### src/rtl/usb_ep_pkg.sv
package usb_ep_pkg;

  typedef enum logic [1:0] {
    TOK_OUT   = 2'd0,
    TOK_IN    = 2'd1,
    TOK_SETUP = 2'd2,
    TOK_RSVD  = 2'd3
  } tok_kind_e;

  // Packed so that the field order matches the register bit positions 4..0.
  typedef struct packed {
    logic hs_en;
    logic ctl_dis;
    logic out_en;
    logic in_en;
    logic stall;
  } ep_ctrl_t;

  localparam int CTRL_W = $bits(ep_ctrl_t);

endpackage

### src/rtl/usb_ep_reg.sv
module usb_ep_reg
  import usb_ep_pkg::*;
(
  input  logic     clk,
  input  logic     rst,
  input  logic     wr_en,
  input  ep_ctrl_t wr_data,
  input  logic     set_stall,
  input  logic     clr_stall,
  output ep_ctrl_t ctrl_q
);

  ep_ctrl_t ctrl_d;

  always_comb begin
    ctrl_d = ctrl_q;
    if (wr_en) ctrl_d = wr_data;
    if (clr_stall) ctrl_d.stall = 1'b0;
    if (set_stall) ctrl_d.stall = 1'b1;
  end

  always_ff @(posedge clk) begin
    if (rst) ctrl_q <= '0;
    else     ctrl_q <= ctrl_d;
  end

  // engine stall request always lands
  p_stall_set_r8: assert property (@(posedge clk) disable iff (rst)
    set_stall |=> ctrl_q.stall);

  // SETUP clear lands unless a set collides
  p_setup_clear_r9: assert property (@(posedge clk) disable iff (rst)
    (clr_stall && !set_stall) |=> !ctrl_q.stall);

  // an uncontested write stores all live bits
  p_write_r2: assert property (@(posedge clk) disable iff (rst)
    (wr_en && !set_stall && !clr_stall) |=> (ctrl_q == $past(wr_data)));

  // with no source active the register holds
  p_hold_r2: assert property (@(posedge clk) disable iff (rst)
    (!wr_en && !set_stall && !clr_stall) |=> $stable(ctrl_q));

endmodule

### src/rtl/usb_ep_admit.sv
module usb_ep_admit
  import usb_ep_pkg::*;
(
  input  logic       clk,
  input  logic       rst,
  input  logic       tok_valid_i,
  input  logic [1:0] tok_type_i,
  input  ep_ctrl_t   ctrl_i,
  output logic       setup_ok_o,
  output logic       tok_acc_o,
  output logic       tok_hs_o,
  output logic       tok_stall_o
);

  tok_kind_e kind;
  logic      ep_live;
  logic      dir_ok;
  logic      acc_d;
  logic      hs_d;
  logic      stall_d;

  always_comb begin
    kind    = tok_kind_e'(tok_type_i);
    ep_live = ctrl_i.out_en | ctrl_i.in_en;
    unique case (kind)
      TOK_OUT:   dir_ok = ctrl_i.out_en;
      TOK_IN:    dir_ok = ctrl_i.in_en;
      TOK_SETUP: dir_ok = ctrl_i.out_en & ctrl_i.in_en & ~ctrl_i.ctl_dis;
      default:   dir_ok = 1'b0;
    endcase
    acc_d      = tok_valid_i & ep_live & dir_ok;
    hs_d       = acc_d & ctrl_i.hs_en;
    stall_d    = acc_d & ctrl_i.stall & (kind != TOK_SETUP);
    setup_ok_o = acc_d & (kind == TOK_SETUP);
  end

  always_ff @(posedge clk) begin
    if (rst) begin
      tok_acc_o   <= 1'b0;
      tok_hs_o    <= 1'b0;
      tok_stall_o <= 1'b0;
    end else begin
      tok_acc_o   <= acc_d;
      tok_hs_o    <= hs_d;
      tok_stall_o <= stall_d;
    end
  end

  // no handshake without admission
  p_hs_needs_acc_r6: assert property (@(posedge clk) disable iff (rst)
    tok_hs_o |-> tok_acc_o);

  // no stall without admission
  p_stall_needs_acc_r7: assert property (@(posedge clk) disable iff (rst)
    tok_stall_o |-> tok_acc_o);

  // SETUP refused when a direction is off
  p_setup_dirs_r4: assert property (@(posedge clk) disable iff (rst)
    (tok_valid_i && tok_type_i == 2'd2 && !(ctrl_i.out_en && ctrl_i.in_en))
      |=> !tok_acc_o);

  // idle cycle gives quiet outputs
  p_idle_quiet_r10: assert property (@(posedge clk) disable iff (rst)
    !tok_valid_i |=> (!tok_acc_o && !tok_hs_o && !tok_stall_o));

endmodule

### src/rtl/usb_ep_ctrl_bank.sv
module usb_ep_ctrl_bank
  import usb_ep_pkg::*;
#(
  parameter int NUM_EP = 16,
  parameter int REG_W  = 8,
  parameter int EP_AW  = $clog2(NUM_EP)
) (
  input  logic             clk,
  input  logic             rst,
  input  logic             reg_we,
  input  logic [EP_AW-1:0] reg_addr,
  input  logic [REG_W-1:0] reg_wdata,
  output logic [REG_W-1:0] reg_rdata,
  input  logic             tok_valid,
  input  logic [1:0]       tok_type,
  input  logic [EP_AW-1:0] tok_ep,
  input  logic             stall_req,
  input  logic [EP_AW-1:0] stall_ep,
  output logic             tok_accept,
  output logic             tok_handshake,
  output logic             tok_stall
);

  localparam int PAD_W = REG_W - CTRL_W;

  ep_ctrl_t bank  [NUM_EP];
  ep_ctrl_t wdata_f;
  ep_ctrl_t tok_ctrl;
  logic     setup_ok;

  assign wdata_f = ep_ctrl_t'(reg_wdata[CTRL_W-1:0]);

  for (genvar i = 0; i < NUM_EP; i++) begin : g_ep
    logic wr_hit, set_hit, clr_hit;
    assign wr_hit  = reg_we    && (reg_addr == EP_AW'(i));
    assign set_hit = stall_req && (stall_ep == EP_AW'(i));
    assign clr_hit = setup_ok  && (tok_ep   == EP_AW'(i));

    usb_ep_reg u_reg (
      .clk       (clk),
      .rst       (rst),
      .wr_en     (wr_hit),
      .wr_data   (wdata_f),
      .set_stall (set_hit),
      .clr_stall (clr_hit),
      .ctrl_q    (bank[i])
    );
  end

  assign reg_rdata = {{PAD_W{1'b0}}, bank[reg_addr]};
  assign tok_ctrl  = bank[tok_ep];

  usb_ep_admit u_admit (
    .clk         (clk),
    .rst         (rst),
    .tok_valid_i (tok_valid),
    .tok_type_i  (tok_type),
    .ctrl_i      (tok_ctrl),
    .setup_ok_o  (setup_ok),
    .tok_acc_o   (tok_accept),
    .tok_hs_o    (tok_handshake),
    .tok_stall_o (tok_stall)
  );

  // unimplemented bits read as zero
  p_unimpl_zero_r2: assert property (@(posedge clk) disable iff (rst)
    reg_rdata[REG_W-1:CTRL_W] == '0);

  // a dead endpoint admits nothing
  p_dead_ep_r5: assert property (@(posedge clk) disable iff (rst)
    (tok_valid && !tok_ctrl.out_en && !tok_ctrl.in_en) |=> !tok_accept);

endmodule

### config.mk
export PLATFORM = sky130hd
export DESIGN_NAME = usb_ep_ctrl_bank
export DESIGN_NICKNAME = d
export VERILOG_FILES = /design/src/rtl/usb_ep_pkg.sv /design/src/rtl/usb_ep_reg.sv /design/src/rtl/usb_ep_admit.sv /design/src/rtl/usb_ep_ctrl_bank.sv
export SDC_FILE = /design/constraint.sdc
export NUM_CORES = 1
export LEC_CHECK = 0
export BUFFER_PORTS_ARGS = -buffer_cell sky130_fd_sc_hd__buf_2
export CAP_MARGIN = 20
export CORE_ASPECT_RATIO = 1.75
export CORE_MARGIN = 8
export CORE_UTILIZATION = 55
export CTS_CLUSTER_DIAMETER = 80
export DETAILED_ROUTE_END_ITERATION = 10
export HOLD_SLACK_MARGIN = 0.03
export MAX_ROUTING_LAYER = met4
export PLACE_DENSITY_LB_ADDON = 0.05
export RECOVER_POWER = 50
export SETUP_SLACK_MARGIN = 0.5
export SLEW_MARGIN = 10
export SYNTH_ARGS = -nofsm -noshare
export SYNTH_HDL_FRONTEND = slang
export SYNTH_SLANG_ARGS = --single-unit
### constraint.sdc
create_clock -name clk -period 1.8 [get_ports clk]
set_input_delay 0.09 -clock clk [delete_from_list [all_inputs] [get_ports clk]]
set_output_delay 0.09 -clock clk [all_outputs]
set_load 0.1 [all_outputs]
=== After elaboration in Yosys (flattened, before gate mapping) ===
Cells that the tools add are included.

* Register bits after elaboration: 83
* Input bits: 27
* Word-level logic and storage cells: 268

* $lt $le $gt $ge: 2
* Equal/unequal tests: 48
* Mux-type cells: 55
* Bitwise logic cells: 12
* Reduce and logical (&&, ||, !) cells: 68

{| class="wikitable"
|+ Operators by type and width
! cell !! number
|-
| 4-bit equality test (second input constant) || 24
|-
| 4-bit by 3-bit equality test with 1-bit output (second input constant) || 12
|-
| 1-bit logical AND || 48
|-
| 1-bit 2-to-1 mux || 48
|-
| 3-bit nonzero test || 16
|-
| 5-bit binary-select mux with 4-bit select || 2
|-
| 4-bit by 2-bit equality test with 1-bit output (second input constant) || 6
|-
| 5-bit 2-to-1 mux || 4
|-
| 4-bit by 1-bit equality test with 1-bit output (second input constant) || 3
|-
| 4-bit zero test || 3
|-
| 5-bit greater-or-equal comparator (second input constant) || 2
|-
| 4-bit NOT with 5-bit output || 2
|-
| 1-bit bitwise AND || 8
|-
| 1-bit case mux with 3 select lines || 1
|-
| 2-bit by 1-bit equality test with 1-bit output (second input constant) || 1
|-
| 2-bit equality test (second input constant) || 1
|-
| 2-bit zero test || 1
|-
| 2-bit != test (second input constant) || 1
|-
| 1-bit NOT || 1
|-
| 1-bit OR || 1
|}

=== Depth between registers and ports, before layout ===
Gate-level depths: netlist (run 1).

* Word-level depth: 12
* Depth in mapped cells: 7
* Depth with buffers taken out: 5

=== Cells and area by module ===
Synthesis (run 1) repeated with hierarchy kept, for this count alone.

* Cell total of the unflattened synthesis: 461
* Area, all modules: 4,977.3 um2

{| class="wikitable"
|+ Modules (own cells, without submodules)
! module !! instances !! cells an instance !! area an instance (um2)
|-
| usb_ep_reg || 16 || 17 || 195.2
|-
| usb_ep_ctrl_bank || 1 || 175 || 1,717.9
|-
| usb_ep_admit || 1 || 14 || 136.4
|}

=== Worst setup path before layout (run 1) ===
No wires, ideal clock.

* Path kind: in2out
* Start: input reg_addr[0]
* End: output reg_rdata[0]
* Arrival: 1.978 ns
* Slack: -0.268 ns
* Stages on the path: 4
* Path buffers: 2
* Cell sequence: clkbuf_1 buf_2 mux4_2 mux4_2

* Cells in the longest elaborated chain, start to end: 4

{| class="wikitable"
|+ Ends and longest elaborated chain
! what !! line !! RTL
|-
| start, declared || usb_ep_ctrl_bank.sv:11 || <nowiki>input logic [EP_AW-1:0] reg_addr,</nowiki>
|-
| 4-bit NOT with 5-bit output (not written as such) || usb_ep_ctrl_bank.sv:50 || <nowiki>assign reg_rdata = {{PAD_W{1'b0}}, bank[reg_addr]};</nowiki>
|-
| 5-bit binary-select mux with 4-bit select || usb_ep_ctrl_bank.sv:50 ||
|-
| 5-bit 2-to-1 mux (not written as such) (2 in a row) || usb_ep_ctrl_bank.sv:50 ||
|-
| end, declared || usb_ep_ctrl_bank.sv:13 || <nowiki>output logic [REG_W-1:0] reg_rdata,</nowiki>
|}

Every way passes these cells. The select of a mux whose other input is x is not followed.

=== Worst setup path after layout (run 1) ===
* Start: register g_ep[0].u_reg.ctrl_q[3] (netlist name)
* End: output reg_rdata[3]

* Cells in the longest elaborated chain, start to end: 3

{| class="wikitable"
|+ Ends and longest elaborated chain
! what !! line !! RTL
|-
| start, declared || usb_ep_reg.sv:10 || <nowiki>output ep_ctrl_t ctrl_q</nowiki>
|-
| start signal, assigned || usb_ep_reg.sv:24 || <nowiki>else ctrl_q <= ctrl_d;</nowiki>
|-
| 5-bit binary-select mux with 4-bit select || usb_ep_ctrl_bank.sv:50 ||
|-
| 5-bit 2-to-1 mux (not written as such) (2 in a row) || usb_ep_ctrl_bank.sv:50 ||
|}

Every way passes these cells. The select of a mux whose other input is x is not followed.

==> results of run 1 <==
## cells in the mapped netlist (all sizes together), types with 8 or more instances
master and n:
a21oi 58, nor2b 9, o21ai 37, nor2 42, clkbuf 30, nand3 15, mux2i 43, mux4 40
dfxtp 83, o21a 8, nand2 73, o41a 8, buf 15
## kinds of logic (layout without fill, tap and decap cells)
group / after synthesis / count (layout) / synth area share
buffers and inverters: 48 / 122 / 0.0454
AO/OA/AOI/OAI: 124 / 124 / 0.153
multiplexers: 90 / 90 / 0.295
AND/OR/NAND/NOR: 167 / 167 / 0.159
flip-flops: 83 / 83 / 0.347
other: 1 / 3 / 0.000782
## repair_timing
action,4_1_cts,5_1_grt
setup endpoints to repair,26,29
endpoints found under the hold margin,0,0
setup buffers,12,1
gates resized for setup,49,9
hold buffers,0,0
pin swaps,4,2
## cell usage in the layout (no fill, tap or decap), drive strengths merged, types with 8 or more instances in the layout
master,synthesis,final
nand3,15,15
o41a,8,8
nor2,42,42
o21ai,37,37
o21a,8,8
clkbuf,30,24
a21oi,58,58
nor2b,9,9
nand2,73,73
mux4,40,40
dfxtp,83,83
mux2i,43,43
buf,15,89
## how the worst max path moves through the flow
stage | from | endpoint | slack [ns] | cells after the start
floorplan | g_ep[15].u_reg.ctrl_q[3] | g_ep[0].u_reg.ctrl_q[0] | 0.05 | 6
global placement | tok_ep[1] | g_ep[2].u_reg.ctrl_q[0] | -0.31 | 7
detailed placement | tok_ep[1] | g_ep[5].u_reg.ctrl_q[0] | -0.36 | 7
CTS | g_ep[3].u_reg.ctrl_q[3] | reg_rdata[3] | -0.25 | 4
global route | g_ep[3].u_reg.ctrl_q[3] | reg_rdata[3] | -0.29 | 4
finish | g_ep[0].u_reg.ctrl_q[3] | reg_rdata[3] | -0.25 | 4
## through the flow
step           hold WS, ns  cell area, µm²  instances  setup slack (ns)  power [mW]
2_1_floorplan        0.234            4880        515            0.0533        2.31
5_1_grt              0.147            5950        706            -0.285        4.48
3_5_place_dp         0.477            5400        678            -0.358        2.51
3_3_place_gp         0.463            5400        678            -0.314        2.50
6_report             0.130            5950        706            -0.249        4.35
4_1_cts              0.131            5950        705            -0.247        4.36
## sequential cells by signal, indices dropped and copies added, names as in the netlist
register,count
g_ep.u_reg.ctrl_q,80
u_admit.tok_acc_o,1
u_admit.tok_hs_o,1
u_admit.tok_stall_o,1
## power by group through the flow
stage               clock [mW]  sequential [mW]  combinational, mW
global placement             0             1.93              0.572
finish                    1.84             1.89              0.622
global route              1.94             1.89              0.652
CTS                       1.86             1.89              0.611
detailed placement           0             1.93              0.579
floorplan                    0             1.92              0.385
## critical path, cell delays in order (launching register included)
cell,delay [ns]
dfxtp_2,0.31
buf_4,0.13
mux4_2,0.46
mux4_2,0.51
buf_12,0.19
## per-layer routing
metal | vias to the layer above | wire [µm]
met3 | 64 | 994
met4 | 0 | 1050
li1 | 2026 | -
met2 | 217 | 8350
met5 | - | 0
met1 | 2170 | 5630
## layout make-up
type | count | share of cell area
tap | 117 | 0.0246
sequential | 83 | 0.283
multi-input combinational | 384 | 0.506
timing repair buffer | 104 | 0.135
inverter | 3 | 0.00189
clock inverter | 6 | 0.0114
clock buffer | 9 | 0.0379
==> results.md, run 1 <==
- Status: finished, violations left
- Failing checks: negative setup slack
- Yosys top cell by area: dfxtp_1
- Combinational share of power: 0.143
- R2r endpoint: g_ep[12].u_reg.ctrl_q[0]
- FP Rows: 45
- Sw Ratio: 0.271
- I/O Buffers: 31
- Die Span Y: 140 µm
- Startpoint Class: flip-flop
- HP Class: in2reg
- Synthesized area: 0.00479 mm²
- Filler Cells Inserted: 750
- Synthesized flop and latch total: between 80 and 90
- Total GRT Usage: 0.280
- # IOs: 38
- Post-Route WL: approximately 16000 µm
- Synth Area per Inst: roughly 9.3 µm²
- Met1 GRT Util: 0.282
- Grt ovf: 0
- Fin util: 0.695
- WL/cell: 22.7 µm
- Detailed Place HPWL: 11600 µm
- Area fraction of the dominant cell type after synthesis: 0.347
- Synth unique cells: 43
- Clk sinks: 83
- Finish-stage setup viols: 23
- Psw: 1.18 mW
- Worst-Margin Slew: ~0.7 ns
- Diode count: 0
- Post-synthesis sequential area ratio: 0.347
- Hold path endpoint: g_ep[1].u_reg.ctrl_q[1]
- Worst r2r path cells: 5
- Highest clock rate: 488 MHz
- Worst Setup Slack, final: -0.249 ns
- Post-synth EDFFs: 0
- DRT Pass-1 Iters: 5
- CTS tree: done
- Max cap viols: 0
- Max Slew Vio Count: 0
- Primary FF master, synth: dfxtp_1
- CP Data Arrival Time: 1.96 ns
- Share of cells above drive strength 1: 0.316
- Required time of the worst setup path: 1.71 ns
- R2R setup slack: -0.13 ns
- Hold_sp: rst
- Clk network pwr share: 0.423
- Gp weighted congestion: about 1
- Register area: 0.00168 mm²
- DRT iter0 DRCs: between 400 and 500
- Max rail drop VDD: 0.000638 V
- Synth Warn #: 0
- Die span in x: 86.6 µm
- Initial Util: 0.560
- Reg power frac: 0.434
- Vias in the first global route: 4597
- Crit path max fanout: 2
- Root buf cell: clkbuf_16
- Max Buffers Root-to-Sink: 2
- Largest net degree at the start of global routing: 38
- Layout Nets: about 610
- Setup TNS: -2.57 ns
- Pwr Density: between 700 and 800 mW/mm²
- Die ar.: 0.0121 mm²
- Synth area leaders: dfxtp_1 35%, mux4_2 18%, mux2i_1 9.0%, a21oi_1 6.1%, nand2_1 5.7%
- Met2 usage: 0.466
- Initial antenna violation count: 0
- Multi-input logic area: around 0.0030 mm²
- Crit. End Element: output port
- Clk_lat worst skew: 0.35 ns
- Vias per cell: ~6.3
- DR vias: 4477
- Post-route ant nets: 0
- RR Startpoint: g_ep[15].u_reg.ctrl_q[3]
- H-tree Lvls: 3
- Post-synth ARST share: 0
- Layer with the highest usage: met2
- Minimum clock period: 2.05 ns
- Clock Skews: slightly above 0.009 ns
- Hold Path Cell Cnt: 2
- Unrepaired setup endpoints after global routing: yes
- Clock-pin slew on the worst setup and hold paths: 0.06 ns
- Drt drc: 0
- Cell Int Power: 3.18 mW
- Core ar.: 0.00856 mm²
- Routing usage on met3: 0.0596
- Cell count after synthesis: just over 500
- Slew headroom: 0.525
- Leak: around 2.3 nW
- Final Hold Viols: 0
- Critical path class: reg2out
- First-pass GRT wire length: 25100 µm
- Period utilization: 1.14
- Area Growth Syn to Fin: 24.0%
- CTS Buf Count: 9
Power figures use the tool's default switching activity.
==> run 2, diff against run 1 <==
CTS_BUF_LIST = sky130_fd_sc_hd__clkbuf_4   (was unset)
clock period = 1.9 ns   (was 1.8 ns; I/O delays follow)
==> run 2 against run 1 <==
Net effect: the flow still finishes with violations (negative setup slack); clock skew rose by 0.0049 ns; combinational power fell by 7.7%; register-to-register slack improved by 0.05 ns; critical endpoint is now reg_rdata[4]; worst setup slack got worse by 0.0095 ns; sequential power fell by 5%; global-route usage fell by 1.0 points; total power fell by 24%; routed wire length fell by 4.6%.
==> results.md, run 2 (synthesis gave the netlist of run 1 again) <==
- Status: finished, violations left
- Failing checks: negative setup slack
- Combinational share of power: 0.174 (+0.031)
- Root buf cell: clkbuf_4
- Clk sinks: 83 (unchanged)
- Final Hold Slack: 0.0725 ns (-0.0571 ns)
- Highest clock rate: about 460 MHz
- Minimum clock period: 2.16 ns
- Worst Setup Slack, final: -0.259 ns (-0.00949 ns)
- Max cap viols: 0 (unchanged)
- Leak: 2.17 nW (-7.1%)
- Commonest non-fill, non-tap cell in the layout: dfxtp_1
- RR Startpoint: g_ep[15].u_reg.ctrl_q[3]
- Initial Util: 0.560 (unchanged)
- Total GRT Usage: 0.270 (-0.0104)
- Die Span Y: 140 µm (unchanged)
- Hold Path Cell Cnt: 3 (+1)
- Post-route ant nets: 0 (unchanged)
- Inst Count DP: 673 (-0.74%)
- Post-route cell area: 0.00563 mm² (-5.3%)
- Tot Pwr: 3.30 mW (-24%)
- Vias in the first global route: 4403 (-4.2%)
- H-tree Lvls: 3 (unchanged)
- Clk network pwr share: 0.284 (-0.139)
- Fin util: 0.658 (-0.0370)
- Grt ovf: 0 (unchanged)
- Crit. End Element: output port
- DRT Pass-1 Iters: 5 (unchanged)
- CP Data Arrival Time: 2.06 ns (+0.10 ns)
- Placed cell areas: 0.00537 mm² (-0.69%)
- Reg power frac: 0.542 (+0.108)
- DRT iter0 DRCs: 342 (-26%)
- Layout Nets: 602 (-1.6%)
- Cell Int Power: 2.27 mW (-29%)
- CP max stage cell: mux4_2
- Setup TNS: -2.09 ns (+0.483 ns)
- Critical path class: reg2out
- CTS tree: done
- I/O Buffers: 31 (unchanged)
- Required time of the worst setup path: 1.80 ns (+0.09 ns)
- CP most frequent cell: mux4_2
- WL/cell: 21.9 µm (-3.5%)
- # IOs: 38 (unchanged)
- Post-place setup slack: -0.158 ns (+0.200 ns)
- Max rail drop VDD: 0.000417 V (-35%)
- Die span in x: 86.6 µm (unchanged)
- Crit path max fanout: 3 (+1)
- Sw Ratio: 0.313 (+0.0425)
- Clk_lat worst skew: 0.45 ns (+0.10 ns)
- Hold path endpoint: g_ep[15].u_reg.ctrl_q[4]
- Final Non-Filler Cells: 698 (-1.1%)
- Max FFs per register: 80 (unchanged)
- Unrepaired setup endpoints after global routing: yes
- Core ar.: 0.00856 mm² (unchanged)
- FP Rows: 45 (unchanged)
- R2R setup slack: -0.08 ns (+0.05 ns)
- Vias per cell: 6.21 (-2.0%)
- Finish-stage setup viols: 22 (-4.3%)
- Psw: 1.03 mW (-12%)
- Final Hold Viols: 0 (unchanged)
- Max Buffers Root-to-Sink: 2 (unchanged)
- Largest net degree at the start of global routing: 46 (+21%)
- Biggest register: g_ep.u_reg.ctrl_q
- Slew headroom: 0.571 (+0.0461)
- Gp weighted congestion: 0.966 (-4.2%)
- Period utilization: 1.14
- DR vias: 4336 (-3.1%)
- Max Slew Vio Count: 0 (unchanged)
- Detailed Place HPWL: 11500 µm (-1.0%)
- Max stage delay on crit path: 0.56 ns (+0.05 ns)
- Clock Skews: 0.0142 ns (+0.00494 ns)
- Pwr Density: 586 mW/mm² (-20%)
- Crit path cell chain: mux4_2 > mux4_2 > buf_6
- Hold_sp: reg_wdata[4]
- Drt drc: 0 (unchanged)
- Die ar.: 0.0121 mm² (unchanged)
- Share of cells above drive strength 1: 0.274 (-0.0417)
- Startpoint Class: flip-flop
- Worst r2r path cells: 6 (+1)
- CTS Buf Count: 9 (unchanged)
- Post-Route WL: 15300 µm (-4.6%)
- Most frequent cells in the layout: 76 x dfxtp_1, 73 x nand2_1, 58 x a21oi_1, 44 x buf_4, 43 x mux2i_1
- Clock-pin slew on the worst setup and hold paths: 0.13 ns (+0.07 ns)
- Worst-Margin Slew: 0.643 ns (-0.0691 ns)
- Initial antenna violation count: 1 (+1)
- Filler Cells Inserted: 762 (+1.6%)
- First-pass GRT wire length: 23900 µm (-4.7%)
- R2r endpoint: g_ep[12].u_reg.ctrl_q[0]
- Area Growth Syn to Fin: 17.4%
- HP Class: in2reg
## run 2: cell types whose count changed in the layout (fill, tap and decap cells not counted), sizes merged
cell,change
dlygate4sd3,+3
bufinv,-1
clkbuf,-4
buf,-9
inv,+3
diode,+1
clkinv,-1
## run 2: critical path: cells and delay by family, from the launching register on
family	cells	cell delay [ns]
muxes	2	1.07
DFF	1	0.34
buffers and inverters	1	0.20
## run 2: worst max-delay path by stage
stage,from,end,cells after the start
global route,g_ep[12].u_reg.ctrl_q[4],reg_rdata[4],3
detailed placement,g_ep[15].u_reg.ctrl_q[3],u_admit.tok_stall_o,5
global placement,tok_ep[0],u_admit.tok_hs_o,6
floorplan,g_ep[15].u_reg.ctrl_q[3],g_ep[0].u_reg.ctrl_q[0],6
finish,g_ep[15].u_reg.ctrl_q[4],reg_rdata[4],3
CTS,g_ep[15].u_reg.ctrl_q[4],reg_rdata[4],3
## run 2: power by group through the flow
stage                     combinational (mW)  sequential, mW  clock, mW
final                                  0.574            1.79      0.936
after global routing                   0.607            1.79       1.04
after CTS                              0.574            1.79      0.957
after detailed placement               0.552            1.83          0
after global placement                 0.545            1.83          0
after floorplan                        0.363            1.82          0
## run 2: layer usage
metal,GRT usage,vias up,wire length [µm]
met5,-,-,0
met4,0.165,0,919
met3,0.0478,51,792
met2,0.455,171,7980
met1,0.281,2112,5600
li1,-,2002,-
## run 2: layout make-up
class	count	area [µm²]	area share
multi-input combinational	384	2980	0.529
sequential	83	1670	0.297
antenna	1	2.50	0.000444
tap	117	146	0.0260
timing repair buffer	94	703	0.125
clock buffer	9	67.6	0.0120
inverter	3	11.3	0.00200
clock inverter	7	50.0	0.00889
## run 2: what timing repair did
item | in CTS | in global routing
gates cloned | 0 | 0
setup endpoints to repair | 24 | 24
endpoints found under the hold margin | 9 | 0
pin swaps | 4 | 2
hold buffers | 3 | 0
setup buffers | 4 | 1
resized for setup | 31 | 5
==> run 3, diff against run 2 <==
SYNTH_HIERARCHICAL = 1   (was unset)
==> run 3 against run 2 <==
Net effect: the run still ends with negative setup slack left; largest cell class unchanged; area after synthesis grew 3.8%; critical path type is now reg2reg; combinational power shrank 5.7%; non-clock buffer count grew 33; total power grew 4.1%; clock skew grew 0.0089 ns; sequential share of layout area shrank 2.2 points.
==> results.md, run 3 <==
- Status: finished, violations left
- Failing checks: negative setup slack
- Cell count after synthesis: 461 (-10%)
- Synth Warn #: 6 (+6)
- Clock Skews: 0.0231 ns (+0.00886 ns)
- Clk sinks: 83 (unchanged)
- CP Data Arrival Time: 2.51 ns (+0.45 ns)
- Finish-stage setup viols: 24 (+9.1%)
- Synth unique cells: 27 (-37%)
- Post-route cell area: 0.00610 mm² (+8.4%)
- Vias in the first global route: 4352 (-1.2%)
- CTS Buf Count: 9 (unchanged)
- Worst-Margin Slew: 0.634 ns (-0.00906 ns)
- Vias per cell: 5.98 (-3.7%)
- Initial Util: 0.558 (-0.00231)
- Pwr Density: 563 mW/mm² (-3.9%)
- Hold path endpoint: u_admit/tok_acc_o
- Most frequent cell after synthesis: nor2_1
- Unrepaired setup endpoints after global routing: yes
- Primary FF master, synth: dfxtp_1
- Max FFs per register: 80 (unchanged)
- Tot Pwr: 3.44 mW (+4.1%)
- Crit path max fanout: 4 (+1)
- Final Hold Slack: 0.0578 ns (-0.0147 ns)
- Placed cell areas: 0.00574 mm² (+6.9%)
- Clock-pin slew on the worst setup and hold paths: 0.16 ns (+0.03 ns)
- # IOs: 38 (unchanged)
- CTS tree: done
- Synthesized area: 0.00498 mm² (+3.8%)
- Hold Path Cell Cnt: 4 (+1)
- FP Rows: 46 (+2.2%)
- Highest clock rate: 462 MHz (-0.30%)
- Minimum clock period: 2.17 ns (+0.00654 ns)
- Post-route ant nets: 0 (unchanged)
- Psw: 1.02 mW (-1.1%)
- Gp weighted congestion: 0.871 (-9.9%)
- Synthesized flop and latch total: 83 (unchanged)
- Leak: 2.32 nW (+7.0%)
- Detailed Place HPWL: 10700 µm (-7.3%)
- Crit. End Element: flip-flop
- Inst Count DP: 661 (-1.8%)
- Total GRT Usage: 0.253 (-0.0161)
- Combinational share of power: 0.158 (-0.016)
- DRT Pass-1 Iters: 5 (unchanged)
- Commonest cells post-synth: 104 x nor2_1, 83 x dfxtp_1, 80 x mux2i_1
- R2R setup slack: -0.27 ns (-0.19 ns)
- Post-synthesis sequential area ratio: 0.334 (-0.0127)
- H-tree Lvls: 3 (unchanged)
- DRT iter0 DRCs: 223 (-35%)
- Crit path cell chain: mux4_2 > a22oi_2 > nand3_1 > nand2b_4 > nor2_4 > or3b_4 > nor3_2 > o31ai_2
- Crit-path leading delay family: simple AND/OR/NAND/NOR gates
- Worst r2r path cells: 8 (+2)
- Post-synth EDFFs: 0 (unchanged)
- Required time of the worst setup path: 2.25 ns (+0.45 ns)
- HP Class: in2reg
- R2r endpoint: g_ep[0].u_reg/ctrl_q[0]
- Slew headroom: 0.577 (+0.00517)
- Max Buffers Root-to-Sink: 2 (unchanged)
- Area fraction of the dominant cell type after synthesis: 0.334 (-0.0127)
- Die Span Y: 142 µm (+1.7%)
- Post-synth ARST share: 0 (unchanged)
- Core ar.: 0.00892 mm² (+4.2%)
- Max cap viols: 0 (unchanged)
- Commonest non-fill, non-tap cell in the layout: nor2_1
- Grt ovf: 0 (unchanged)
- Share of cells above drive strength 1: 0.354 (+0.0796)
- Drt drc: 0 (unchanged)
- Root buf cell: clkbuf_4
- Max rail drop VDD: 0.000432 V (+3.6%)
- Hold_sp: tok_type[0]
- Cell Int Power: 2.41 mW (+6.5%)
- DR vias: 4141 (-4.5%)
- Largest net degree at the start of global routing: 77 (+67%)
- Max Slew Vio Count: 0 (unchanged)
- Setup TNS: -4.14 ns (-2.05 ns)
- CP max stage cell: mux4_2
- Die span in x: 87.9 µm (+1.5%)
- Critical path class: reg2reg
- Reg power frac: 0.521 (-0.021)
- Layout Nets: 593 (-1.5%)
- Yosys top cell by area: dfxtp_1
- Area Growth Syn to Fin: 22.6%
- Post-Route WL: 14500 µm (-5.1%)
- First-pass GRT wire length: 23000 µm (-3.9%)
- Initial antenna violation count: 1 (unchanged)
- I/O Buffers: 31 (unchanged)
- Biggest register: g_ep.u_reg/ctrl_q
- Die ar.: 0.0125 mm² (+3.2%)
- Synth area leaders: dfxtp_1 33%, mux2i_1 16%, mux4_1 13%, nor2_1 7.8%, mux4_2 7.2%
- Period utilization: 1.14 (+0.00344)
- Final Hold Viols: 0 (unchanged)
- Sw Ratio: 0.297 (-0.0158)
- Worst Setup Slack, final: -0.265 ns (-0.00654 ns)
- WL/cell: 21.0 µm (-4.2%)
- CP bufs+invs: 0 (-1)
- Startpoint Class: flip-flop
- Final Non-Filler Cells: 692 (-0.86%)
- Clk network pwr share: 0.321 (+0.037)
- Clk_lat worst skew: 0.46 ns (about the same)
- Most frequent cells in the layout: 99 x nor2_1, 80 x mux2i_1, 72 x dfxtp_1, 66 x buf_4, 24 x buf_2
- Max stage delay on crit path: 0.47 ns (-0.09 ns)
- RR Startpoint: g_ep[3].u_reg/ctrl_q[3]
- Synth Area per Inst: 10.8 µm² (+16%)
[run 3: cell count changes in the layout (fill, tap and decap cells not counted), sizes merged, moves of 10 or more]
cell    previous run  this run
a21oi             58         0
o31ai              0        16
mux2i             43        80
nor3               2        12
nor2              42       104
nand2b             6        23
buf               80       107
nand2             73        13
o21ai             37         0
[run 3: what timing repair did]
action,CTS,global route
hold endpoints to repair,6,0
endpoints found under the setup margin,24,25
resized for setup,46,12
hold buffers,6,0
pin swaps,32,15
setup buffers,6,2
[run 3: power by group through the flow]
stage	Clock (mW)	Sequential, mW	Combinational [mW]
floorplan	0	1.82	0.311
global placement	0	1.83	0.502
detailed placement	0	1.83	0.507
CTS	1.13	1.79	0.537
global route	1.20	1.80	0.572
finish	1.10	1.79	0.541
[run 3: worst max-delay path by stage]
stage / from / end / slack [ns] / cells after the start
finish: g_ep[3].u_reg/ctrl_q[3] / g_ep[0].u_reg/ctrl_q[0] / -0.27 / 8
global route: g_ep[3].u_reg/ctrl_q[3] / g_ep[0].u_reg/ctrl_q[0] / -0.38 / 8
CTS: g_ep[3].u_reg/ctrl_q[3] / g_ep[0].u_reg/ctrl_q[0] / -0.26 / 8
detailed placement: tok_ep[0] / g_ep[13].u_reg/ctrl_q[0] / -0.51 / 11
global placement: tok_ep[0] / g_ep[15].u_reg/ctrl_q[0] / -0.46 / 11
floorplan: tok_ep[0] / g_ep[0].u_reg/ctrl_q[0] / -0.17 / 10
[run 3: final cells by class]
cell class                      instances  area (µm²)
Antenna cell                            1        2.50
Clock buffer                            9        67.6
Clock inverter                          7        82.6
Fill cell                             708        2820
Inverter                                1        3.75
Multi-Input combinational cell        344        3130
Sequential cell                        83        1680
Tap cell                              120         150
Timing Repair Buffer                  127         993
[run 3: worst min-delay path, stage by stage]
cell and delay, ns:
buf_2 0.09, and2_1 0.12, a211o_1 0.12, nor2_1 0.05
[run 3: routing by layer]
| metal | routed length, µm | global-route usage | up-vias |
|---|---|---|---|
| li1 | - | - | 1904 |
| met1 | 5470 | 0.269 | 2039 |
| met2 | 7680 | 0.428 | 145 |
| met3 | 655 | 0.0406 | 53 |
| met4 | 711 | 0.149 | 0 |
| met5 | 0 | - | - |
[run 3: cells by family after synthesis]
family	Yosys count	synth area share
AO/OA/AOI/OAI	28	0.0586
buffers and inverters	36	0.0666
flip-flops	83	0.334
multiplexers	120	0.360
other	1	0.000753
AND/OR/NAND/NOR	193	0.180
[run 3: through the flow]
stage	utilization	worst slack, ns
floorplan	-	-0.167
global placement	0.643	-0.460
detailed placement	0.643	-0.506
CTS	0.685	-0.260
global route	0.684	-0.376
finish	0.684	-0.265
